==> config.mk <==
export PLATFORM = sky130hd
export DESIGN_NAME = dsp_field_reg
export DESIGN_NICKNAME = d
export VERILOG_FILES = /design/src/rtl/dsp_field_reg.sv
export SDC_FILE = /design/constraint.sdc
export NUM_CORES = 1
export LEC_CHECK = 0
export ABC_AREA = 0
export BUFFER_PORTS_ARGS = -buffer_cell sky130_fd_sc_hd__clkbuf_2
export CORE_ASPECT_RATIO = 0.8
export CORE_MARGIN = 2
export CORE_UTILIZATION = 42
export DETAILED_ROUTE_END_ITERATION = 6
export PLACE_DENSITY = 0.8
export REMOVE_ABC_BUFFERS = 1
export SKIP_LAST_GASP = 1
export SYNTH_ARGS = -nofsm -noshare
export SYNTH_HDL_FRONTEND = slang
export SYNTH_SLANG_ARGS = --single-unit
==> constraint.sdc <==
create_clock -name clk -period 2.65 [get_ports clk]
set_clock_uncertainty 0.15 [all_clocks]
set_input_delay 0.1325 -clock clk [delete_from_list [all_inputs] [get_ports clk]]
set_output_delay 0.1325 -clock clk [all_outputs]
set_load 0.005 [all_outputs]
==> src/rtl/dsp_field_reg.sv <==
module dsp_field_reg (
  input  logic        clk,
  input  logic        rst_n,
  input  logic        wr_en,
  input  logic [5:0]  wr_mask,
  input  logic [31:0] wr_data,
  input  logic [5:0]  rd_mask,
  output logic [31:0] rd_data,
  input  logic [7:0]  ovf_set,
  input  logic        pos_upd,
  input  logic [5:0]  pos_val,
  input  logic        fail_upd,
  input  logic        fail_val
);

  localparam int W = 32;

  function automatic logic [W-1:0] field_bits(input logic [5:0] m);
    field_bits = {{8{m[4]}}, {8{m[3]}}, 1'b0, m[5], m[2], {6{m[1]}}, 1'b0, {6{m[0]}}};
  endfunction

  logic [W-1:0] ctl_q, ctl_d, wsel;

  assign wsel    = wr_en ? field_bits(wr_mask) : '0;
  assign rd_data = ctl_q & field_bits(rd_mask);

  always_comb begin
    ctl_d = ctl_q;
    if (pos_upd)  ctl_d[5:0] = pos_val;
    if (fail_upd) ctl_d[14]  = fail_val;
    ctl_d = (ctl_d & ~wsel) | (wr_data & wsel);
    ctl_d[23:16] = ctl_d[23:16] | ovf_set;
  end

  always_ff @(posedge clk) begin
    if (!rst_n) ctl_q <= '0;
    else        ctl_q <= ctl_d;
  end


  a_r5_reserved_zero: assert property (@(posedge clk) disable iff (!rst_n)
    (ctl_q[6] == 1'b0) && (ctl_q[15] == 1'b0));


  a_r3_cc_held: assert property (@(posedge clk) disable iff (!rst_n)
    !(wr_en && wr_mask[4]) |=> $stable(ctl_q[31:24]));


  a_r8_ovf_sticky: assert property (@(posedge clk) disable iff (!rst_n)
    (ovf_set != 8'h00) |=> ((rd_data[23:16] & $past(ovf_set)) == $past(ovf_set)) || !rd_mask[3]);


  a_r6_pos_load: assert property (@(posedge clk) disable iff (!rst_n)
    (pos_upd && !(wr_en && wr_mask[0])) |=> (ctl_q[5:0] == $past(pos_val)));

endmodule

Yosys cells after proc, flatten, opt, wreduce, memory -nomap -nowiden --
Index checks and enable logic that the tools add are counted.
Storage, ports and cells: register bits 32, word-level logic and storage cells 10
Operators by class: muxes and demuxes 3, bitwise gates (word level) 6
Operators by type and width (count):
- bitwise AND 32 bit | 3
- 2-to-1 mux 32 bit | 1
- NOT 32 bit | 1
- OR 32 bit | 1
- OR 8 bit | 1
- 2-to-1 mux 6 bit | 1
- 2-to-1 mux 1 bit | 1

Logic depth before layout (Yosys ltp) --
depth in word-level cells 5, depth in mapped cells 4

Worst setup path before layout --
Ideal clock, no wire load.
path kind register to register, from register (tool-made name), to register (tool-made name), data arrival time 723 ps, data required time 2384 ps, slack 1661 ps, cell stages (with the launch flop) 3, clock period less this slack 989 ps, path through dfxtp_1 > mux2_4 > o211a_1

==> key figures <==
Finish
  – Fin util: between 60% and 70%
  – Area grow syn2layout: 53.4%
  – Fill cells: roughly 300
  – Proportion of layout cells with a drive suffix above 1: between 40% and 50%
  – Layout Nets: 345
  – Diode count: 0
  – Area of the multi-input gates: 892 sq um
  – FF/Latch Area: between 600 and 700 sq um

Synth
  – Synth unique cells: 23
  – Seq cells post-synth: 30
  – Compound-Gate Fraction of Synth Area: ~28%
  – Simple-gate share of the synthesized area: approximately a fifth
  – Post-Syn Area: around 1600 sq um
  – Multiplexer area fraction after synthesis: approximately 6.2%
  – Syn_area_per_cell: 9.90 sq um
  – Post-Synthesis Cells: ~160
  – Adder-cell share of the synthesized area: 0%
  – Yosys Warn Count: 0
  – Synth Area in XOR/XNOR: 0%
  – Main combinational cell family by area after synthesis: compound AO/OA/AOI/OAI gates
  – Register area share after synthesis: 37.4%

Critical path
  – WP buf/inv: 4
  – WS Path Type: input port to flip-flop
  – CP Cell Sequence: clkbuf_2, buf_4, nand3_1, dlygate4sd3_1, a21oi_1, dlygate4sd3_1
  – CP peak stage delay: 0.58 ns
  – CP top delay family: buffers and inverters
  – CP max-delay cell: dlygate4sd3_1
  – Worst EP required: about 2.7 ns
  – Critical Path Start Type: input port
  – Max FO, Critical Path: 26
  – Worst Path Arrival: 2.30 ns
  – Crit. End Element: flip-flop
  – Most frequent CP cell: dlygate4sd3_1

Pwr
  – Seq pwr share: between 40% and 50%
  – Sw power: approximately 270 uW
  – VDD IR max: around 0.32 mV
  – Clock power frac: 38.2%
  – Pint: approximately 900 uW
  – Power per cell area: ~480 nW/um^2
  – Pleak: ~1.2 nW
  – Logic pwr share: 19.9%
  – Switch share: 23.3%

STA
  – TNS Setup: 0 ns
  – Fmax: approximately 450 MHz
  – Unrepaired setup endpoints after global routing: false
  – Final min period: roughly 2.2 ns
  – Fin. Hold Viols: 0
  – Rel. slew slack: ~64%
  – Worst slew pin tran: 0.547 ns
  – Final slew viol count: 0
  – Final setup fails: 0
  – Fin crit share: roughly 84%

Global route
  – Pin count of the biggest net entering global routing: 27
  – GRT overflow: 0
  – Global-route wire length before repair: between 6 and 7 mm
  – Initial antenna violation count: 0
  – Vias in the first global route: roughly 1,600
  – Global Route Usage Sum: 21.1%

Route
  – Vias: approximately 1,700
  – Iteration count of the initial detailed-routing pass: 4
  – Vias per inst: 5.19
  – WL final: 4.40 mm
  – Residual DRC count: 0
  – Final ANT Viol Nets: 0
  – Detailed Route Iter0 Violations: 60
  – Drt wl/cell: 13.5 um

Floorplan
  – Core ar.: between 3000 and 4000 sq um
  – Die Footprint: ~4300 sq um
  – I/O pin count: 96
  – Die Height: roughly 59 um
  – Chip Width: 73.1 um
  – Initial core utilization: about 43%
  – Num rows: 20

Clocking
  – Setup repair bufs after CTS: 0
  – Root Driver: clkbuf_8
  – CTS tree: done
  – Clk slew on worst S/H paths: 0.07 ns
  – Clock sink total: 30
  – Clock Latency Late Sink: approximately 0.27 ns
  – CTS buffer count: 5
  – CTS Buffer Depth: 2
  – CTS H-tree depth: 2

Run
  – Max Cap Viol: 0

Placed design
  – PortBufs: 91
  – Placer Congestion: roughly 0.76
  – Dpl hpwl: about 2.6 mm

Hold path
  – Hold Crit Class: input port to flip-flop

Run status
  – Status: completed
## logic make-up after synthesis
| kind of cell | Yosys count |
|---|---|
| AOI/OAI and AO/OA | 53 |
| buffers and inverters | 16 |
| DFF | 30 |
| muxes | 7 |
| other | 1 |
| and+or+nand+nor | 55 |
## worst min-delay path, stage by stage
cell	delay, ns
clkbuf_2	0.07
nand3b_1	0.09
o211a_1	0.13
## layout make-up
cell class | instances | area share [%]
multi-input combinational | 117 | 36.2
timing repair buffer | 126 | 32.6
sequential | 30 | 24.4
clock buffer | 7 | 3.10
tap | 44 | 2.24
clock inverter | 1 | 1.22
inverter | 1 | 0.153
## cells in the mapped netlist
library cell   n  area share, %
and2_1        31             12
dfxtp_1       30             37
nand3_1       15            4.7
a21oi_1       14            4.4
a21bo_1        9            5.6
a211o_1        8            4.4
o311a_1        8            5.0
a21bo_2        6            3.7
mux2_4         6            5.6
nand3b_1       6            2.8
o211a_1        6            3.7
buf_2          5            1.6
buf_4          5            2.3
buf_6          4            2.8
a211oi_2       1           0.78
a21oi_2        1           0.55
and3b_1        1           0.55
clkbuf_1       1           0.23
conb_1         1           0.23
inv_1          1           0.23
mux2i_1        1           0.62
nand2_1        1           0.23
nand2_2        1           0.39
## final timing paths
kind	startpoint	end	slack, ns	cells after the start
setup / recovery	wr_en	flip-flop	0.43	6
hold / removal	wr_data[1]	flip-flop	0.02	3
setup reg to reg	ctl_q[21]	ctl_q[21]	1.12	3
hold reg to reg	flip-flop	flip-flop	0.42	2
## per-stage QoR
| step | total power [mW] | hold slack, ns | setup WS (ns) | std cells | instance area, sq um |
|---|---|---|---|---|---|
| final | 1.17 | 0.0234 | 0.428 | 326 | 2460 |
| after global routing | 1.23 | 0.0277 | 0.339 | 326 | 2460 |
| after CTS | 1.18 | 0.0158 | 0.527 | 326 | 2460 |
| after detailed placement | 0.686 | 0.225 | 1.24 | 284 | 2010 |
| after global placement | 0.683 | 0.220 | 1.25 | 284 | 2010 |
| after floorplan | 0.583 | 0.114 | 1.66 | 148 | 1500 |
## metal layers
metal | up-vias | routed length [um] | global-route usage [%]
li1 | 824 | - | -
met1 | 777 | 1820 | 24.3
met2 | 79 | 2120 | 35.9
met3 | 11 | 369 | 6.63
met4 | 0 | 89 | 9.26
met5 | - | 0 | 0
## power by group through the flow
stage                     combinational (mW)  sequential (mW)  clock (mW)
after global routing                   0.254            0.495       0.476
after CTS                              0.228            0.491       0.457
after global placement                 0.183            0.501           0
after floorplan                       0.0845            0.498           0
after detailed placement               0.185            0.501           0
final                                  0.234            0.492       0.449
## placed cells by master (no fill, tap or decap)
master	count
clkbuf_2	91
dlygate4sd3_1	34
and2_1	31
dfxtp_1	30
nand3_1	15
a21oi_1	14
a21bo_1	9
a211o_1	8
o311a_1	8
mux2_4	6
nand3b_1	6
o211a_1	6
a21bo_2	6
clkbuf_8	5
conb_1	2
clkbuf_1	2
nand2_2	1
nand2_1	1
mux2i_1	1
and3b_1	1
inv_1	1
a211oi_2	1
a21oi_2	1
bufinv_16	1
buf_4	1
## repair_timing
action	in CTS	in global routing
gates resized for setup	0	0
endpoints found under the hold margin	24	0
hold buffers	34	0
No activity file was read; power rests on OpenSTA's default activity.
